--- src/rtl/dma2_pkg.sv ---
package dma2_pkg;

    typedef enum logic [1:0] {
        STEP_HOLD  = 2'b00,
        STEP_UP    = 2'b01,
        STEP_DOWN  = 2'b10,
        STEP_HOLDX = 2'b11
    } step_e;

    typedef enum logic [1:0] {
        SEL_SRC  = 2'd0,
        SEL_DST  = 2'd1,
        SEL_CNT  = 2'd2,
        SEL_CTRL = 2'd3
    } reg_sel_e;

    typedef enum logic [1:0] {
        PH_IDLE    = 2'd0,
        PH_FETCH   = 2'd1,
        PH_DEPOSIT = 2'd2
    } phase_e;

    // bit 6 word, bit 5 dst io, bit 4 src io, bits 3:2 dst step, bits 1:0 src step
    typedef struct packed {
        logic  word;
        logic  dst_io;
        logic  src_io;
        step_e dst_step;
        step_e src_step;
    } chan_ctrl_t;

    localparam int unsigned CTRL_W = $bits(chan_ctrl_t);

endpackage

--- src/rtl/dma2_channel.sv ---
module dma2_channel
    import dma2_pkg::*;
#(
    parameter int ADDR_W = 20,
    parameter int CNT_W  = 16
) (
    input  logic              clk,
    input  logic              rst,
    input  logic              wr_en,
    input  reg_sel_e          wr_sel,
    input  logic [ADDR_W-1:0] wr_data,
    input  logic              start,
    input  logic              byte_only,
    input  logic              adv,
    output logic [ADDR_W-1:0] src_ptr,
    output logic [ADDR_W-1:0] dst_ptr,
    output chan_ctrl_t        ctrl,
    output logic              eff_word,
    output logic              busy
);

    localparam logic [ADDR_W-1:0] STEP_B = ADDR_W'(1);
    localparam logic [ADDR_W-1:0] STEP_W = ADDR_W'(2);

    logic [CNT_W-1:0] cnt_q;

    function automatic logic [ADDR_W-1:0] advance(
        input logic [ADDR_W-1:0] p,
        input step_e             m,
        input logic              w
    );
        logic [ADDR_W-1:0] d;
        d = w ? STEP_W : STEP_B;
        case (m)
            STEP_UP:   advance = p + d;
            STEP_DOWN: advance = p - d;
            default:   advance = p;
        endcase
    endfunction

    assign eff_word = ctrl.word & ~byte_only;

    always_ff @(posedge clk) begin
        if (rst) begin
            src_ptr <= '0;
            dst_ptr <= '0;
            cnt_q   <= '0;
            ctrl    <= '0;
            busy    <= 1'b0;
        end else begin
            if (adv) begin
                src_ptr <= advance(src_ptr, ctrl.src_step, eff_word);
                dst_ptr <= advance(dst_ptr, ctrl.dst_step, eff_word);
                cnt_q   <= cnt_q - CNT_W'(1);
                if (cnt_q == CNT_W'(1)) begin
                    busy <= 1'b0;
                end
            end
            if (start && !busy && cnt_q != '0) begin
                busy <= 1'b1;
            end
            if (wr_en) begin
                case (wr_sel)
                    SEL_SRC:  src_ptr <= wr_data;
                    SEL_DST:  dst_ptr <= wr_data;
                    SEL_CNT:  cnt_q   <= wr_data[CNT_W-1:0];
                    default:  ctrl    <= chan_ctrl_t'(wr_data[CTRL_W-1:0]);
                endcase
            end
        end
    end

endmodule

--- src/rtl/dma2_arbiter.sv ---
module dma2_arbiter #(
    parameter int NCH   = 2,
    parameter int SEL_W = 1
) (
    input  logic [NCH-1:0]   pend,
    output logic             any,
    output logic [SEL_W-1:0] pick
);

    // lowest index wins
    always_comb begin
        any  = |pend;
        pick = '0;
        for (int i = NCH - 1; i >= 0; i--) begin
            if (pend[i]) begin
                pick = SEL_W'(i);
            end
        end
    end

endmodule

--- src/rtl/dma2_mover.sv ---
module dma2_mover
    import dma2_pkg::*;
#(
    parameter int ADDR_W = 20,
    parameter int DATA_W = 16,
    parameter int SEL_W  = 1
) (
    input  logic              clk,
    input  logic              rst,
    input  logic              pend_any,
    input  logic [SEL_W-1:0]  pick,
    input  logic [ADDR_W-1:0] cur_src,
    input  logic [ADDR_W-1:0] cur_dst,
    input  logic              cur_src_io,
    input  logic              cur_dst_io,
    input  logic              cur_word,
    input  logic              bus_gnt,
    input  logic              bus_done,
    input  logic [DATA_W-1:0] bus_rdata,
    output logic [SEL_W-1:0]  sel,
    output logic              adv,
    output logic              bus_req,
    output logic [ADDR_W-1:0] bus_addr,
    output logic              bus_io,
    output logic              bus_word,
    output logic              bus_write,
    output logic [DATA_W-1:0] bus_wdata
);

    localparam int HALF = DATA_W / 2;

    phase_e            ph_q;
    logic [DATA_W-1:0] hold_q;
    logic              fin;

    assign fin = bus_gnt & bus_done;

    always_ff @(posedge clk) begin
        if (rst) begin
            ph_q   <= PH_IDLE;
            sel    <= '0;
            hold_q <= '0;
        end else begin
            case (ph_q)
                PH_IDLE: begin
                    if (pend_any) begin
                        sel  <= pick;
                        ph_q <= PH_FETCH;
                    end
                end
                PH_FETCH: begin
                    if (fin) begin
                        hold_q <= bus_rdata;
                        ph_q   <= PH_DEPOSIT;
                    end
                end
                PH_DEPOSIT: begin
                    if (fin) begin
                        ph_q <= PH_IDLE;
                    end
                end
                default: ph_q <= PH_IDLE;
            endcase
        end
    end

    always_comb begin
        bus_req   = (ph_q == PH_FETCH) || (ph_q == PH_DEPOSIT);
        bus_write = (ph_q == PH_DEPOSIT);
        bus_addr  = bus_write ? cur_dst : cur_src;
        bus_io    = bus_write ? cur_dst_io : cur_src_io;
        bus_word  = cur_word;
        adv       = bus_write && fin;
        if (!bus_write) begin
            bus_wdata = '0;
        end else if (cur_word) begin
            bus_wdata = hold_q;
        end else begin
            bus_wdata = {{(DATA_W - HALF){1'b0}}, hold_q[HALF-1:0]};
        end
    end

endmodule

--- src/rtl/dma2_ctrl.sv ---
module dma2_ctrl
    import dma2_pkg::*;
#(
    parameter int NCH    = 2,
    parameter int ADDR_W = 20,
    parameter int DATA_W = 16,
    parameter int CNT_W  = 16,
    parameter int SEL_W  = (NCH > 1) ? $clog2(NCH) : 1
) (
    input  logic              clk,
    input  logic              rst,
    input  logic              byte_only,
    input  logic              wr_en,
    input  logic [SEL_W-1:0]  wr_chan,
    input  logic [1:0]        wr_sel,
    input  logic [ADDR_W-1:0] wr_data,
    input  logic [NCH-1:0]    start,
    output logic [NCH-1:0]    ch_busy,
    output logic              bus_req,
    input  logic              bus_gnt,
    input  logic              bus_done,
    output logic [ADDR_W-1:0] bus_addr,
    output logic              bus_io,
    output logic              bus_word,
    output logic              bus_write,
    output logic [DATA_W-1:0] bus_wdata,
    input  logic [DATA_W-1:0] bus_rdata
);

    logic [ADDR_W-1:0] src_arr [NCH];
    logic [ADDR_W-1:0] dst_arr [NCH];
    chan_ctrl_t        ctrl_arr[NCH];
    logic [NCH-1:0]    word_arr;
    logic              pend_any;
    logic [SEL_W-1:0]  pick;
    logic [SEL_W-1:0]  sel;
    logic              adv;

    for (genvar i = 0; i < NCH; i++) begin : g_chan
        dma2_channel #(
            .ADDR_W(ADDR_W),
            .CNT_W (CNT_W)
        ) u_ch (
            .clk      (clk),
            .rst      (rst),
            .wr_en    (wr_en && (wr_chan == SEL_W'(i))),
            .wr_sel   (reg_sel_e'(wr_sel)),
            .wr_data  (wr_data),
            .start    (start[i]),
            .byte_only(byte_only),
            .adv      (adv && (sel == SEL_W'(i))),
            .src_ptr  (src_arr[i]),
            .dst_ptr  (dst_arr[i]),
            .ctrl     (ctrl_arr[i]),
            .eff_word (word_arr[i]),
            .busy     (ch_busy[i])
        );
    end

    dma2_arbiter #(
        .NCH  (NCH),
        .SEL_W(SEL_W)
    ) u_arb (
        .pend(ch_busy),
        .any (pend_any),
        .pick(pick)
    );

    dma2_mover #(
        .ADDR_W(ADDR_W),
        .DATA_W(DATA_W),
        .SEL_W (SEL_W)
    ) u_mov (
        .clk       (clk),
        .rst       (rst),
        .pend_any  (pend_any),
        .pick      (pick),
        .cur_src   (src_arr[sel]),
        .cur_dst   (dst_arr[sel]),
        .cur_src_io(ctrl_arr[sel].src_io),
        .cur_dst_io(ctrl_arr[sel].dst_io),
        .cur_word  (word_arr[sel]),
        .bus_gnt   (bus_gnt),
        .bus_done  (bus_done),
        .bus_rdata (bus_rdata),
        .sel       (sel),
        .adv       (adv),
        .bus_req   (bus_req),
        .bus_addr  (bus_addr),
        .bus_io    (bus_io),
        .bus_word  (bus_word),
        .bus_write (bus_write),
        .bus_wdata (bus_wdata)
    );

endmodule

--- config.mk ---
export PLATFORM = sky130hd
export DESIGN_NAME = dma2_ctrl
export DESIGN_NICKNAME = d
export VERILOG_FILES = /design/src/rtl/dma2_pkg.sv /design/src/rtl/dma2_channel.sv /design/src/rtl/dma2_arbiter.sv /design/src/rtl/dma2_mover.sv /design/src/rtl/dma2_ctrl.sv
export SDC_FILE = /design/constraint.sdc
export NUM_CORES = 1
export LEC_CHECK = 0
export BUFFER_PORTS_ARGS = -buffer_cell sky130_fd_sc_hd__buf_2
export CAP_MARGIN = 10
export CORE_MARGIN = 3
export CORE_UTILIZATION = 30
export CTS_CLUSTER_DIAMETER = 50
export DETAILED_ROUTE_END_ITERATION = 16
export SLEW_MARGIN = 20
export SYNTH_ARGS = -nofsm -noshare
export SYNTH_HDL_FRONTEND = slang
export SYNTH_HIERARCHICAL = 1
export SYNTH_SLANG_ARGS = --single-unit
--- constraint.sdc ---
create_clock -name clk -period 4.3 [get_ports clk]
set_clock_uncertainty 0.2 [all_clocks]
set_input_delay 0.43 -clock clk [delete_from_list [all_inputs] [get_ports clk]]
set_output_delay 0.43 -clock clk [all_outputs]
set_load 0.02 [all_outputs]
== Word-level counts from Yosys, hierarchy flattened ==
Cells that the tools add are included.

* Bits in registers: 147
* Input port bits: 47
* Output and inout bits: 42
* Logic and storage cells: 138

* Add/subtract/negate cells: 10
* Magnitude comparators: 2
* Equal/unequal tests: 17
* Multiplexer cells: 51
* Bitwise gates (word level): 8
* Reduce and logical (&&, ||, !) cells: 29

{| class="wikitable"
|+ Operator list
! operator !! count
|-
| $mux W20 || 19
|-
| $pmux W20 S2 || 4
|-
| $mux W16 || 8
|-
| $add A20 B20 Y20 || 4
|-
| $sub A20 B20 Y20 || 4
|-
| $eq A16 B1 Y1 const B || 2
|-
| $reduce_bool A16 Y1 || 2
|-
| $sub A16 B1 Y16 const B || 2
|-
| $mux W6 || 3
|-
| $eq A2 B1 Y1 const B || 6
|-
| $eq A2 B2 Y1 const B || 6
|-
| $reduce_and A2 Y1 || 6
|-
| $mux W1 || 11
|-
| $mux W2 || 5
|-
| $logic_and A1 B1 Y1 || 9
|-
| $reduce_bool A2 Y1 || 4
|-
| $pmux W2 S3 || 1
|-
| $logic_not A2 Y1 || 2
|-
| $ne A2 B1 Y1 const B || 2
|-
| $not A1 Y1 || 4
|-
| $and A1 B1 Y1 || 3
|-
| $reduce_and A3 Y1 || 1
|-
| $reduce_or A3 Y1 || 1
|-
| $ge A2 B2 Y1 const B || 1
|-
| 6 further kinds || 7
|}

== Logic depth before layout (Yosys ltp) ==
Gate-level depths: netlist of run 1.

* Word-level depth: 8
* Mapped depth: 17
* Mapped depth without buffers: 12

== Cells and area by module ==
The synthesis of run 1 kept the hierarchy.

{| class="wikitable"
|+ Modules (own cells, without submodules)
! module !! times used !! cells each !! area an instance (µm²) !! sequential area each (µm²)
|-
| dma2_channel at g_chan[1].u_ch || 1 || 747 || 5581.6 || 1281.2
|-
| dma2_channel at g_chan[0].u_ch || 1 || 729 || 5522.8 || 1281.2
|-
| dma2_mover || 1 || 135 || 1208.7 || 380.4
|-
| dma2_ctrl || 1 || 52 || 738.2 || 0.0
|-
| dma2_arbiter || 1 || 2 || 12.5 || 0.0
|}

== Worst setup path after synthesis of run 1 ==
No wires, ideal clock.

* Path type: register to register
* Start: register g_chan[0].u_ch/ctrl[2] (netlist bit)
* End: register g_chan[0].u_ch.dst_ptr[16]
* Setup time: 78 ps
* Arrival time: 3420 ps
* Slack: 602 ps
* Stages on the path, launching flop included: 17
* Buffers on the path: 5
* Path through: dfxtp_1 > inv_1 > ha_1 > buf_6 > buf_4 > buf_8 > buf_2 > buf_2 > nand2_1 > fa_1 > or3_1 > a21o_1 > a21oi_2 > o21ai_1 > o2111a_1 > or4_1 > nor3_1

* Word-level cells in the longest chain between the ends: 5

{| class="wikitable"
|+ RTL lines
! what !! line !! text
|-
| start: declaration || dma2_channel.sv:17 || <nowiki>output chan_ctrl_t ctrl,</nowiki>
|-
| start signal: assignment || dma2_channel.sv:67 || <nowiki>default: ctrl <= chan_ctrl_t'(wr_data[CTRL_W-1:0]);</nowiki>
|-
| $eq A2 B2 Y1 / $eq A2 B1 Y1 (equally long branches) || dma2_channel.sv:34 || <nowiki>case (m)</nowiki>
|-
| $pmux W20 S2 * || dma2_channel.sv:34 ||
|-
| $mux W20 * || dma2_channel.sv:51 || <nowiki>if (adv) begin</nowiki>
|-
| $mux W20 || dma2_channel.sv:63 || <nowiki>case (wr_sel)</nowiki>
|-
| $mux W20 * || dma2_channel.sv:62 || <nowiki>if (wr_en) begin</nowiki>
|-
| end signal: assignment || dma2_channel.sv:53 || <nowiki>dst_ptr <= advance(dst_ptr, ctrl.dst_step, eff_word);</nowiki>
|-
| end signal: assignment || dma2_channel.sv:65 || <nowiki>SEL_DST: dst_ptr <= wr_data;</nowiki>
|-
| end: declaration || dma2_channel.sv:16 || <nowiki>output logic [ADDR_W-1:0] dst_ptr,</nowiki>
|}

Mark *: on every way between the ends. The rest lies on a longest branch, timed or not.
A chain may end at the register's enable or synchronous reset.

== Worst setup path after layout of run 1 ==
* Start: register u_mov.sel
* End: output port bus_wdata[11]

* Word-level cells in the longest chain between the ends: 4

{| class="wikitable"
|+ RTL lines
! what !! line !! text
|-
| start: declaration || dma2_mover.sv:20 || <nowiki>output logic [SEL_W-1:0] sel,</nowiki>
|-
| start signal: assignment || dma2_mover.sv:47 || <nowiki>sel <= pick;</nowiki>
|-
| $mux W1 (implied by the code) (2 in a row) || dma2_ctrl.sv:82 || <nowiki>.cur_word (word_arr[sel]),</nowiki>
|-
| $mux W16 || dma2_mover.sv:76 || <nowiki>end else if (cur_word) begin</nowiki>
|-
| $mux W16 || dma2_mover.sv:74 || <nowiki>if (!bus_write) begin</nowiki>
|-
| end: declaration || dma2_ctrl.sv:26 || <nowiki>output logic [DATA_W-1:0] bus_wdata,</nowiki>
|}

No other way between the ends. The select of a mux whose other input is x is not followed.

==> results of run 1 <==
## report_power, final
group          switching, µW  internal (µW)
logic                    359            232
clock network            714            939
registers                116           1420
total                   1190           2590
## flip-flops by register name (all words and copies together), names as in the netlist
| signal | cells |
|---|---|
| u_mov/sel | 1 |
| u_mov/hold_q | 16 |
| g_chan.u_ch/src_ptr | 40 |
| g_chan.u_ch/dst_ptr | 40 |
| u_mov/ph_q | 2 |
| g_chan.u_ch/busy | 2 |
| g_chan.u_ch/ctrl | 14 |
| g_chan.u_ch/cnt_q | 32 |
## synth_stat cells (all sizes together) (9+ instances only)
cell,instances,area [µm²]
nor3,42,215
a211oi,86,656
a31oi,11,68.8
and3,23,144
nand2b,14,87.6
nand3,34,175
inv,44,165
nor2b,29,181
clkbuf,92,458
or4,13,97.6
buf,62,495
o21a,13,97.6
a32oi,11,96.3
xnor2,48,420
nor4,29,188
nand3b,10,75.1
nand4,13,81.3
o221ai,10,93.8
a22oi,17,133
o21ai,87,439
o211ai,18,135
or3,39,246
dfxtp,147,2940
mux2i,31,310
nand2,115,457
o21bai,9,67.6
xor2,37,324
nor3b,12,90.1
o31ai,12,90.1
a311oi,21,184
a21oi,74,427
mux2,68,908
and2,18,114
and4b,15,151
ha,24,300
nor2,205,769
## critical path, cell delays in order (launching register included)
cell	delay, ps
dfxtp_2	750
buf_4	590
mux2_2	520
and3_1	220
buf_2	150
## metrics by stage
| step | cell area (µm²) | util [%] | setup WS [ps] | std cells |
|---|---|---|---|---|
| after floorplan | 13100 | - | 602 | 1665 |
| after global placement | 13500 | 31.7 | 824 | 2201 |
| after detailed placement | 13500 | 31.7 | 747 | 2201 |
| after CTS | 14100 | 33.1 | 950 | 2233 |
| after global routing | 14100 | 33.2 | 778 | 2234 |
| final | 14100 | 33.2 | 973 | 2235 |
## per-layer routing
layer | global-route usage, % | vias to the layer above | share of wire [%]
met4 | 7.45 | 0 | 4.0
met2 | 29.5 | 531 | 45
li1 | - | 6102 | -
met5 | 0 | - | 0
met1 | 25.9 | 6176 | 45
met3 | 3.02 | 78 | 6.6
## worst paths after layout
path                                             from                                     to  slack (ps)  cells past startpoint
setup / recovery               u_mov/sel$_SDFFE_PP0P_                          bus_wdata[11]         970                      4
setup reg to reg  g_chan[1].u_ch/ctrl[6]$_SDFFE_PP0P_  g_chan[1].u_ch/src_ptr[14]$_SDFF_PP0_        1050                     10
hold / removal                          bus_rdata[12]          u_mov/hold_q[12]$_SDFFE_PP0P_          30                      3
hold reg to reg          u_mov/hold_q[3]$_SDFFE_PP0P_           u_mov/hold_q[3]$_SDFFE_PP0P_         250                      2
## cell families after synthesis
logic type               synth area share, %
flip-flops                              22.5
XOR/XNOR                                5.70
multiplexers                            9.33
buffers and inverters                   8.72
adder cells (fa/ha/maj)                 2.91
AND/OR/NAND/NOR                         25.7
AO/OA/AOI/OAI                           25.1
## final cells by class
class / count / area, µm²
antenna: 1 / 2.50
clock buffer: 18 / 429
clock inverter: 14 / 190
fill: 4473 / 28400
inverter: 47 / 176
multi-input combinational: 1316 / 8980
sequential: 147 / 2940
tap: 577 / 722
timing repair buffer: 115 / 649
==> impl_results.md, run 1 <==
- CTS tree: built
- Final net count: around 1700
- Library cells used by synthesis: 104
- WHS: 34.1 ps
- Setup bufs post-CTS: 0
- Hold Crit Class: in -> reg
- Leak Pwr: between 0.005 and 0.006 µW
- Layout cells sized above 1: approximately 16%
- Post-CTS sizing: 0
- Post-DP HPWL: 31300 µm
- Fmax: between 300 and 400 MHz
- Clock H-tree levels: 4
- Flops & latches, synth: 147
- Vias in the first global route: 11707
- Total Wirelength: 45400 µm
- Final min period: 3330 ps
- Synthesized net count: 1740
- Pin slew with the least headroom to its limit: just over 800 ps
- Clock sink count: 147
- DR pass1 iterations: 6
- Cell count after synthesis: ~1700
- Worst slew margin: between 40% and 50%
- Critical path class: reg -> out
- Grt ovf: 0
- Most common cell after layout, fill and taps aside: nor2_1
- Area delta synth->final: 7.92%
- Antenna Nets Post-Route: 0
- FFs w/ async S/R, synth: 0%
- Power Total: 3780 µW
- Initial antenna violation count: 1
- Routability cong.: 0.934
- Cts-stage hold buffer count: 0
- Die footprint: 46100 µm²
- Gr usage total: 18.8%
- Vias per inst: 5.77
- Worst-path fanout max: 28
- Tcrit/Tclk final: 77.4%
- Most frequent cells in the layout: nor2_1, dfxtp_1, nand2_1
- CP required: 3670 ps
- Final TNS setup: 0 ps
- Pin count of the biggest net entering global routing: 64
- Status: completed
- DR DRC count: 0
- PortBufs: 88
- RSZ-0062 raised after global routing: no
- Post-synthesis sequential area ratio: 22.5%
- Clock buffer count from CTS: 17
- Num rows: 75
- Die X: ~210 µm
- EDFF count, synth: 0
- Max-cap violation count: 0
- Mapped Area: roughly 13000 µm²
- CP endpoint kind: output pin
- Main synth FF type: dfxtp_1
- Die H: between 200 and 250 µm
- I/O Pins: 89
- Power density cells: 268 nW/µm²
- Ys Warns: 6
- Clk_lat worst skew: 430 ps
- Peak VDD IR: 0.200 mV
- Initial Util: 30.7%
- Crit start category: flip-flop
- Worst-path clk slew: 70 ps
- Via count: 12887
- Final hold vios: 0
- Setup violators final: 0
- Wire length per cell: 20.3 µm
- CTS root buf: clkbuf_16
- Worst path arrival time: between 2000 and 3000 ps
- Final Slew Violations: 0
- Clock buffer depth: 2
- Initial DRC count: approximately 1200
- Core Area: 42500 µm²
- Mean Syn Cell Area: approximately 8 µm²
- First-pass GRT wire length: 69400 µm
No activity file was read; power rests on OpenSTA's default activity.
==> inputs of run 2 (changes only) <==
clock period = 2.8 ns   (was 4.3 ns; I/O delays follow)
==> impl_results.md, run 2 (synthesis gave the netlist of run 1 again) <==
- Layout cells sized above 1: 29.6% (+13 points)
- Die X: 215 µm (unchanged)
- Met2 Resource Use GR: 30.5% (+0.96 points)
- I/O Pins: 89 (unchanged)
- Setup violators final: 6 (+6)
- R2r startpoint: g_chan[0].u_ch/ctrl[6]$_SDFFE_PP0P_
- Fin cells: 2399 (+7.3%)
- Hold Crit Class: in -> reg
- Peak VDD IR: 0.357 mV (+79%)
- Met3 Usage GRT: 2.72% (-0.30 points)
- Num rows: 75 (unchanged)
- Placed instance count: 2317 (+5.3%)
- Core Area: 42500 µm² (unchanged)
- Setup ws final: -82.7 ps (-1060 ps)
- CP endpoint kind: flip-flop
- Sw frac: 31.9% (+0.47 points)
- Pin slew with the least headroom to its limit: 761 ps (-49.2 ps)
- Number of cells on the worst hold path: 3 (unchanged)
- GR Layer Usage met1: 28.0% (+2.1 points)
- Final Slew Violations: 0 (unchanged)
- Clock H-tree levels: 4 (unchanged)
- Top flop regs: g_chan.u_ch/dst_ptr: 40 flops, g_chan.u_ch/src_ptr: 40 flops, g_chan.u_ch/cnt_q: 32 flops
- RSZ-0062 raised after global routing: yes
- Final net count: 1882 (+9.5%)
- Clock buffer depth: 2 (unchanged)
- Gr usage total: 19.7% (+0.84 points)
- DR DRC count: 0 (unchanged)
- Combinational fraction of design power: 18.3% (+2.7 points)
- DR pass1 iterations: 5 (-1)
- Placed instance area: 14700 µm² (+9.3%)
- Worst path arrival time: 3040 ps (+340 ps)
- CP required: 2950 ps (-720 ps)
- R2r setup slk: -80 ps (-1130 ps)
- Critical path class: reg -> reg
- CTS tree: built
- Reg2reg end: g_chan[0].u_ch/dst_ptr[18]$_SDFF_PP0_
- Area delta synth->final: 23.9%
- Vias per inst: 5.67 (-1.6%)
- Hold endpoint: g_chan[0].u_ch/src_ptr[0]$_SDFF_PP0_
- Clock buffer count from CTS: 17 (unchanged)
- Worst-path clk slew: 70 ps (about the same)
- Initial DRC count: 1461 (+23%)
- Clock sink count: 147 (unchanged)
- Status: finished, violations left
- Die H: 215 µm (unchanged)
- Final instance area: 16200 µm² (+15%)
- Clock share of power: 42.3% (-1.4 points)
- Final hold vios: 0 (unchanged)
- Internal Pwr Total: 4010 µW (+55%)
- Cell-by-cell trace of the critical path: nand2b_4 -> buf_6 -> nand2_4 -> fa_2 -> or4_1 -> a211o_1 -> a21oi_2 -> a22o_2 -> mux2i_1 -> xor2_1 -> o31ai_1
- CTS root buf: clkbuf_16
- Crit start category: flip-flop
- Most common cell after layout, fill and taps aside: nor2_1
- Worst-path fanout max: 4 (-86%)
- Die footprint: 46100 µm² (unchanged)
- Routability cong.: 0.900 (-3.6%)
- HP Start: wr_data[0]
- Vias in the first global route: 12542 (+7.1%)
- Final TNS setup: -323 ps (-323 ps)
- Total Wirelength: 47700 µm (+5.1%)
- Most frequent cells in the layout: nor2_1, buf_4, dfxtp_1
- Final min period: 2880 ps
- Grt ovf: 0 (unchanged)
- Wire length per cell: 19.9 µm (-2.0%)
- Fmax: 347 MHz
- Switching pwr: 1880 µW (+58%)
- Post-DP HPWL: 33300 µm (+6.6%)
- Gr busiest metal: met2
- R2R depth: 11 (+1)
- Leak Pwr: 0.00605 µW (+18%)
- Max-cap violation count: 0 (unchanged)
- PortBufs: 88 (unchanged)
- Worst slew margin: 49.3% (+4.0 points)
- Initial antenna violation count: 2 (+1)
- First-pass GRT wire length: 73000 µm (+5.1%)
- Antenna Nets Post-Route: 0 (unchanged)
- Failing checks: setup timing
- Pin count of the biggest net entering global routing: 78 (+22%)
- CP max-delay cell: or4_1
- Power density cells: 364 nW/µm² (+36%)
- CP peak stage delay: 420 ps (-330 ps)
- Tcrit/Tclk final: 103%
- Sequential share of power: 39.4% (-1.2 points)
- Clk_lat worst skew: 450 ps (+20 ps)
- Initial Util: 30.7% (unchanged)
- Via count: 13605 (+5.6%)
[run 2: cell count changes in the layout (fill, tap and decap cells not counted), moves of 8 or more]
cell           change
dfxtp_1           -10
ha_1               -9
o21ai_2           +11
buf_4            +132
dfxtp_2           +10
ha_4               +9
inv_1              -8
o21ai_0           -13
dlygate4sd3_1     +19
[run 2: power groups by stage]
stage	registers [µW]	clock network (µW)	logic, µW
5_1_grt	2330	2610	1170
4_1_cts	2310	2530	1040
3_5_place_dp	2360	0	1020
6_report	2320	2490	1080
3_3_place_gp	2350	0	1000
2_1_floorplan	2290	0	759
[run 2: how the worst max path moves through the flow]
stage	startpoint	end	cells past startpoint
after floorplan	g_chan[0].u_ch/ctrl[2]$_SDFFE_PP0P_	g_chan[0].u_ch/dst_ptr[14]$_SDFF_PP0_	16
after global placement	byte_only	g_chan[0].u_ch/dst_ptr[14]$_SDFF_PP0_	11
after detailed placement	byte_only	g_chan[0].u_ch/dst_ptr[18]$_SDFF_PP0_	11
after CTS	g_chan[0].u_ch/ctrl[6]$_SDFFE_PP0P_	g_chan[0].u_ch/dst_ptr[8]$_SDFF_PP0_	11
after global routing	g_chan[0].u_ch/ctrl[6]$_SDFFE_PP0P_	g_chan[0].u_ch/dst_ptr[8]$_SDFF_PP0_	12
final	g_chan[0].u_ch/ctrl[6]$_SDFFE_PP0P_	g_chan[0].u_ch/dst_ptr[18]$_SDFF_PP0_	11
[run 2: timing repair]
action | in CTS | in global routing
setup buffers | 10 | 23
setup endpoints to repair | 25 | 45
resized for setup | 17 | 79
hold buffers | 19 | 0
pin swaps | 16 | 64
gates cloned | 0 | 0
hold endpoints to repair | 19 | 0
[run 2: critical path: cells and delay by family (launching register included)]
family	cells	cell delay, ps
AOI/OAI and AO/OA	4	840
xor gates and xnor gates	1	90
adders and majority gates	1	380
DFF	1	340
and+or+nand+nor	3	590
buffers and inverters	1	130
muxes	1	220
[run 2: per-layer routing]
layer  wire length [µm]  vias to the layer above  share of wire (%)
met3               3110                       73                6.5
li1                   -                     6405                  -
met5                  0                        -                  0
met1              22000                     6612                 46
met2              21200                      515                 44
met4               1410                        0                2.9
[run 2: final cells by class]
class                           instances  area [µm²]
Fill cell                            4336       26300
Multi-Input combinational cell       1316        9680
Sequential cell                       147        2960
Timing Repair Buffer                  278        2020
Tap cell                              577         722
Clock buffer                           18         439
Inverter                               47         179
Clock inverter                         14         178
Antenna cell                            2        5.00
[run 2: through the flow]
stage / setup slack [ps] / hold WS [ps] / util, % / power (µW)
finish: -82.7 / 12.8 / 38.1 / 5890
global route: -190 / 9.54 / 38.1 / 6110
CTS: -26.0 / 1.01 / 36.9 / 5890
detailed placement: -314 / 247 / 34.6 / 3370
global placement: -339 / 238 / 34.6 / 3360
floorplan: -483 / 207 / - / 3050
